[src/rtl/lwp_pkg.sv]
package lwp_pkg;

    typedef enum logic [0:0] {
        DK_COUNT = 1'b0,
        DK_WIPE  = 1'b1
    } decay_state_e;

endpackage

[src/rtl/lwp_decay_ctrl.sv]
module lwp_decay_ctrl
    import lwp_pkg::*;
#(
    parameter int DECAY_CYCLES = 16384
) (
    input  logic clk,
    input  logic rst_n,
    input  logic clear_i,
    output logic wipe_o
);
    localparam int CNT_W = (DECAY_CYCLES > 2) ? $clog2(DECAY_CYCLES) : 1;
    localparam logic [CNT_W-1:0] CNT_LAST = CNT_W'(DECAY_CYCLES - 2);

    decay_state_e state_q, state_d;
    logic [CNT_W-1:0] cnt_q;

    // next-state selection
    always_comb begin
        state_d = state_q;
        unique case (state_q)
            DK_COUNT: if (clear_i || cnt_q == CNT_LAST) state_d = DK_WIPE;
            DK_WIPE:  if (!clear_i) state_d = DK_COUNT;
            default:  state_d = DK_COUNT;
        endcase
    end

    // state register
    always_ff @(posedge clk or negedge rst_n) begin
        if (!rst_n) state_q <= DK_COUNT;
        else        state_q <= state_d;
    end

    // decay counter: runs only while counting
    always_ff @(posedge clk or negedge rst_n) begin
        if (!rst_n)                  cnt_q <= '0;
        else if (state_q == DK_WIPE) cnt_q <= '0;
        else if (state_d == DK_COUNT) cnt_q <= cnt_q + 1'b1;
    end

    // outputs
    always_comb begin
        wipe_o = (state_q == DK_WIPE);
    end


    cnt_range_chk: assert property (@(posedge clk) disable iff (!rst_n)
        cnt_q <= CNT_LAST);


    wipe_single_chk: assert property (@(posedge clk) disable iff (!rst_n)
        (state_q == DK_WIPE && !clear_i) |=> (state_q == DK_COUNT));


    clear_enter_chk: assert property (@(posedge clk) disable iff (!rst_n)
        clear_i |=> (state_q == DK_WIPE));

endmodule

[src/rtl/lwp_wait_table.sv]
module lwp_wait_table #(
    parameter int ENTRIES = 64,
    localparam int IDX_W  = $clog2(ENTRIES)
) (
    input  logic             clk,
    input  logic             rst_n,
    input  logic             wipe_i,
    input  logic             upd_en_i,
    input  logic [IDX_W-1:0] upd_idx_i,
    input  logic [IDX_W-1:0] rd_idx_i,
    output logic             rd_wait_o
);
    logic [ENTRIES-1:0] bits_q;

    for (genvar g = 0; g < ENTRIES; g++) begin : g_entry
        always_ff @(posedge clk or negedge rst_n) begin
            if (!rst_n)                                       bits_q[g] <= 1'b0;
            else if (upd_en_i && upd_idx_i == IDX_W'(g))      bits_q[g] <= 1'b1;
            else if (wipe_i)                                  bits_q[g] <= 1'b0;
        end
    end

    // stored bit is hidden during the wipe cycle; same-cycle update bypasses
    always_comb begin
        rd_wait_o = (bits_q[rd_idx_i] && !wipe_i)
                  || (upd_en_i && upd_idx_i == rd_idx_i);
    end


    learn_set_chk: assert property (@(posedge clk) disable iff (!rst_n)
        upd_en_i |=> bits_q[$past(upd_idx_i)]);


    wipe_empty_chk: assert property (@(posedge clk) disable iff (!rst_n)
        (wipe_i && !upd_en_i) |=> (bits_q == '0));


    wipe_keep_chk: assert property (@(posedge clk) disable iff (!rst_n)
        (wipe_i && upd_en_i) |=> ($countones(bits_q) == 1));

endmodule

[src/rtl/lwp_replay_gen.sv]
module lwp_replay_gen #(
    parameter int PC_W = 32
) (
    input  logic            clk,
    input  logic            rst_n,
    input  logic            viol_valid_i,
    input  logic [PC_W-1:0] viol_pc_i,
    output logic            replay_req_o,
    output logic [PC_W-1:0] replay_pc_o
);
    always_ff @(posedge clk or negedge rst_n) begin
        if (!rst_n) begin
            replay_req_o <= 1'b0;
            replay_pc_o  <= '0;
        end else begin
            replay_req_o <= viol_valid_i;
            if (viol_valid_i) replay_pc_o <= viol_pc_i;
        end
    end


    replay_rise_chk: assert property (@(posedge clk) disable iff (!rst_n)
        viol_valid_i |=> (replay_req_o && replay_pc_o == $past(viol_pc_i)));


    replay_quiet_chk: assert property (@(posedge clk) disable iff (!rst_n)
        !viol_valid_i |=> !replay_req_o);

endmodule

[src/rtl/load_wait_predictor.sv]
module load_wait_predictor #(
    parameter int PC_W         = 32,
    parameter int ENTRIES      = 64,
    parameter int ALIGN_BITS   = 2,
    parameter int DECAY_CYCLES = 16384
) (
    input  logic            clk,
    input  logic            rst_n,
    input  logic [PC_W-1:0] lkp_pc_i,
    output logic            lkp_wait_o,
    input  logic            viol_valid_i,
    input  logic [PC_W-1:0] viol_pc_i,
    input  logic            clear_i,
    output logic            replay_req_o,
    output logic [PC_W-1:0] replay_pc_o
);
    localparam int IDX_W = $clog2(ENTRIES);

    logic             wipe;
    logic [IDX_W-1:0] lkp_idx;
    logic [IDX_W-1:0] viol_idx;

    assign lkp_idx  = lkp_pc_i[ALIGN_BITS +: IDX_W];
    assign viol_idx = viol_pc_i[ALIGN_BITS +: IDX_W];

    lwp_decay_ctrl #(
        .DECAY_CYCLES (DECAY_CYCLES)
    ) decay_i (
        .clk     (clk),
        .rst_n   (rst_n),
        .clear_i (clear_i),
        .wipe_o  (wipe)
    );

    lwp_wait_table #(
        .ENTRIES (ENTRIES)
    ) table_i (
        .clk       (clk),
        .rst_n     (rst_n),
        .wipe_i    (wipe),
        .upd_en_i  (viol_valid_i),
        .upd_idx_i (viol_idx),
        .rd_idx_i  (lkp_idx),
        .rd_wait_o (lkp_wait_o)
    );

    lwp_replay_gen #(
        .PC_W (PC_W)
    ) replay_i (
        .clk          (clk),
        .rst_n        (rst_n),
        .viol_valid_i (viol_valid_i),
        .viol_pc_i    (viol_pc_i),
        .replay_req_o (replay_req_o),
        .replay_pc_o  (replay_pc_o)
    );


    bypass_chk: assert property (@(posedge clk) disable iff (!rst_n)
        (viol_valid_i && viol_idx == lkp_idx) |-> lkp_wait_o);

endmodule

[config.mk]
export PLATFORM = sky130hd
export DESIGN_NAME = load_wait_predictor
export DESIGN_NICKNAME = d
export VERILOG_FILES = /design/src/rtl/lwp_pkg.sv /design/src/rtl/lwp_decay_ctrl.sv /design/src/rtl/lwp_wait_table.sv /design/src/rtl/lwp_replay_gen.sv /design/src/rtl/load_wait_predictor.sv
export SDC_FILE = /design/constraint.sdc
export NUM_CORES = 1
export LEC_CHECK = 0
export BUFFER_PORTS_ARGS = -buffer_cell sky130_fd_sc_hd__buf_2
export CORE_UTILIZATION = 35
export DETAILED_ROUTE_END_ITERATION = 8
export GPL_TIMING_DRIVEN = 0
export SYNTH_ARGS = -nofsm -noshare
export SYNTH_HDL_FRONTEND = slang
export SYNTH_SLANG_ARGS = --single-unit
[constraint.sdc]
create_clock -name clk -period 3.9 [get_ports clk]
set_input_delay 0.78 -clock clk [delete_from_list [all_inputs] [get_ports clk]]
set_output_delay 0.78 -clock clk [all_outputs]
set_load 0.1 [all_outputs]
* After elaboration in Yosys (flattened, before gate mapping) *
Cells that the tools add are included.
W data, S select, Z words.

storage, ports and cells
  flip-flop bits (word level) = 112
  input port bits = 68
  output and inout bits = 34
  word-level logic and storage cells = 343

operators by class
  $add $sub $neg = 1
  magnitude comparators = 1
  equality and inequality tests = 66
  muxes and demuxes = 72
  bitwise operators = 1
  reductions and logical operators = 134

operators with widths
  kind                     count
  $eq A6 B6 Y1 const B     32
  $reduce_bool A2 Y1       64
  $eq A6 B5 Y1 const B     16
  $mux W1                  68
  $logic_and A1 B1 Y1      66
  $eq A6 B4 Y1 const B     8
  $mux W14                 2
  $eq A6 B3 Y1 const B     4
  $add A14 B1 Y14 const B  1
  $eq A14 B14 Y1 const B   1
  $eq A6 B2 Y1 const B     2
  $lt A6 B7 Y1 const B     1
  $bmux W1 S6              1
  $eq A6 B1 Y1 const B     1
  $eq A6 B6 Y1             1
  $logic_not A6 Y1         1
  $logic_or A1 B1 Y1       2
  $ne A2 B1 Y1 const B     1
  $pmux W1 S2              1
  $logic_not A1 Y1         1
  $not A1 Y1               1

* Logic depth before layout (Yosys ltp) *
  depth after elaboration = 6
  gate-level depth with buffers = 8
  gate-level depth less buffers = 8

* Cells and area by module *
Synthesis repeated with hierarchy kept, for this count alone.

unflattened totals
  cell total of the unflattened synthesis = 446
  area, all modules = 5328.9 um^2

modules (own cells, without submodules)
  module          instances  cells each  area an instance (um^2)  sequential area each (um^2)
  lwp_wait_table  1          287         3088.0                   1601.5
  lwp_replay_gen  1          69          1370.1                   825.8
  lwp_decay_ctrl  1          90          870.8                    375.4

* Worst setup path after synthesis *
OpenSTA, ideal clock, no wires.

  kind = input -> output
  from = in lkp_pc_i[3]
  to = out lkp_wait_o
  arrival time = 2823 ps
  required time = 3120 ps
  setup slack = 297 ps
  stages on the path = 7
  path buffers = 2
  cells stage by stage = buf_2 > buf_2 > mux4_2 > mux2i_1 > nand3b_1 > o211ai_1 > nand3_1

between the ends
  longest elaborated chain between the ends = 4
  elaborated cells between the ends (all ways) = 6
  classes of those cells = 1 x eq/ne; 2 x mux; 3 x reduce/logical

ends and longest elaborated chain
  element                        line                       text
  start: declaration             load_wait_predictor.sv:9   input logic [PC_W-1:0] lkp_pc_i,
  $bmux W1 S6                    lwp_wait_table.sv:25       rd_wait_o = (bits_q[rd_idx_i] && !wipe_i)
  $mux W1 (not written as such)  lwp_wait_table.sv:25
  $logic_and A1 B1 Y1            lwp_wait_table.sv:25
  $logic_or A1 B1 Y1 (*)         lwp_wait_table.sv:26       || (upd_en_i && upd_idx_i == rd_idx_i);
  end: declaration               load_wait_predictor.sv:10  output logic lkp_wait_o,

Every way passes the cells marked *; elsewhere a longest branch is shown, timed or not. The select of a mux whose other input is x is not followed.

* Worst setup path in the final report *
Ends and elaborated chain as after synthesis.

==> impl_metrics.ini <==
[worst_setup_path]
slowest_delay_ns = 0.55
arrival_ns = 2.76
ff2ff_path_depth = 4
cp-start-kind = primary input
required_ns = 3.12
cp_common_cell = buf_2
critPathKind = primary input to output port
worstPathCellList = buf_2 > buf_2 > mux4_2 > a21oi_1 > o31ai_1 > nand3_1 > buf_2
crit_path_end_kind = output port
r2r_start = decay_i.wipe_o$_DFF_PN0_
path_buf_inv = 3
worstPathMaxFanout = 10
critical-path-slowest-cell = mux4_2
reg2reg_to = table_i.bits_q[10]$_DFFE_PN0P_
cp_top_family = buffers and inverters
r2r_setup_slack_ns = 1.82

[cts]
tritoncts = built
cts_buffers = 9
cts.repair.resized = 0
h-tree-depth = 3
postCtsSetupBuffers = 0
cts.sinks = 112
holdBufCountCts = 0
clk_pin_slew_ns = 0.07
insertion_delay_ns = 0.35
ctsLongestPathBuffers = 2
clock-root-buffer = clkbuf_16

[power_and_ir_drop]
vdd_drop_max_mv = 0.2614
p_leak_nw = 2.520
power.density_nw_per_um2 = 458.8

[timing]
tightestPinTransition_ns = 0.6588
slew_headroom_pct = 56.08
fin_crit_sh_pct = 90.80
rsz0062_at_grt = no
period_minus_slack_ns = 3.541
hold_viol = 0
tns_ns = 0
max_freq_mhz = 282.4
final-setup-viol-count = 0
finClkSkew_ns = 0.007138
slew_violations = 0

[detailed_routing]
wirelength_um = 12540
drc = 0
firstDrtPassIters = 4
wl_per_cell_um = 17.63
vias = 3801
drtIter0Drc = 270
final_antenna_net_count = 0
vias_per_cell = 5.346

[yosys]
netlist_top_cells_area = dfrtp_1, o22ai_1, mux2_2
synth_most_common_cell = dfrtp_1
postSynthCellCount = 447
ys_seq_area_share_pct = 54.97
synth_seq_cells = 112
syn_area_sq_um = 5099
synth_area_per_cell_sq_um = 11.41
synth_top_area_share_pct = 54.97
synth_nets = 517
yosys.cell_types.count = 41
synth_edf_count = 0
synth-async-reset-ratio_pct = 100.0
yosys_warnings = 0
yosys-top-cells-count = dfrtp_1, inv_1, o22ai_1
synth_ff_type = dfrtp_1
yosys.area.top_type = dfrtp_1

[floorplan]
initial_utilization_pct = 36.31
coreArea_sq_um = 14040
rows = 43
ios = 102
die-width_um = 122.7
die_height_um = 122.7
dieArea_sq_um = 15050

[final_layout]
post-route-cell-area_sq_um = 6028
syn_to_final_growth_pct = 18.23
layout.nets = 596
antennaDiodeCount = 0
layout.cells.non_filler = 711
drive_gt1_share_pct = 27.68

[grt]
grt_start_max_net_pins = 75
groute.usage.overall_pct = 17.67
antenna_found_initial = 0
grt_pass1_vias = 3857
grt_pass1_wl_um = 20150
globalRouteOverflowTotal = 0

[placement]
gp_congestion = 0.8602
post_dp_cell_area_sq_um = 5689
dpl.hpwl_um = 8834
port_buffers = 67
dp_cells = 695

[job]
maxCapViolCount = 0

[outcome]
status = completed

[worst_hold_path]
hp-class = primary input to asynchronous set/reset pin
-- layout by cell type (no fill, tap or decap), types with 7 or more instances in the layout --
| cell type | netlist | final |
|---|---|---|
| clkbuf_16 | 0 | 9 |
| mux2_2 | 33 | 33 |
| nor2b_1 | 7 | 7 |
| nor2_1 | 17 | 17 |
| buf_2 | 4 | 70 |
| clkbuf_1 | 19 | 19 |
| mux4_2 | 16 | 16 |
| a21oi_1 | 8 | 8 |
| o22ai_1 | 64 | 64 |
| nand3_1 | 14 | 14 |
| inv_1 | 66 | 66 |
| dfrtp_1 | 112 | 112 |
| xnor2_1 | 11 | 11 |
| nand2_1 | 14 | 14 |
-- final cells by class --
type / count / area, sq um
fillers: 1322 / 8014
flip-flops and latches: 112 / 2803
multi-input cells: 237 / 1914
repair buffers: 68 / 365.4
inverters: 67 / 251.5
clock buffers: 10 / 239.0
well taps: 180 / 225.2
plain buffers: 31 / 130.1
clock inverters: 6 / 100.1
-- worst max-delay path by stage --
stage / from / endpoint / slack, ns / cells past startpoint
floorplan: lkp_pc_i[3] / lkp_wait_o / 0.30 / 7
global placement: lkp_pc_i[3] / lkp_wait_o / 0.31 / 7
detailed placement: lkp_pc_i[3] / lkp_wait_o / 0.34 / 7
CTS: lkp_pc_i[3] / lkp_wait_o / 0.33 / 7
global route: lkp_pc_i[3] / lkp_wait_o / 0.24 / 7
finish: lkp_pc_i[3] / lkp_wait_o / 0.36 / 7
-- metrics by stage --
stage / hold WS [ns] / power, mW / utilization (%) / worst slack, ns
after floorplan: 0.4844 / 1.632 / - / 0.2965
after global placement: 0.4842 / 1.752 / 40.30 / 0.3082
after detailed placement: 0.4907 / 1.761 / 40.52 / 0.3400
after CTS: 0.4252 / 2.790 / 42.93 / 0.3317
after global routing: 0.4430 / 2.872 / 42.93 / 0.2382
final: 0.4120 / 2.766 / 42.93 / 0.3587
-- cells by family (layout without fill, tap and decap cells) --
logic type	Yosys count	in the layout	share of synthesized area [%]
DFF	112	112	54.97
buffers and inverters	98	182	7.485
AOI/OAI and AO/OA	92	92	11.73
and+or+nand+nor	77	77	7.975
muxes	52	52	14.94
xor gates and xnor gates	14	14	2.405
adders and majority gates	2	2	0.4907
-- registers in the layout, summed over array words and instances, names as in the netlist --
register and cells:
replay_i.replay_req_o 1, decay_i.wipe_o 1, table_i.bits_q 64, replay_i.replay_pc_o 32, decay_i.cnt_q 14
-- routing by layer --
metal | track usage, % | part of all wire (%) | vias to the layer above | wire (um)
li1 | - | - | 1744 | -
met1 | 24.40 | 46 | 1898 | 5826
met2 | 27.63 | 46 | 146 | 5769
met3 | 4.089 | 6.2 | 13 | 776
met4 | 5.183 | 1.3 | 0 | 165
met5 | 0 | 0 | - | 0
-- report_power, final --
part           leakage [nW]  switching, mW  total, mW  internal, mW
sequential             1.48         0.0247       1.23          1.21
clock                 0.167          0.436       1.03         0.592
combinational         0.871          0.400      0.507         0.107
total                  2.52          0.861       2.77          1.90
No activity file was read; power rests on OpenSTA's default activity.
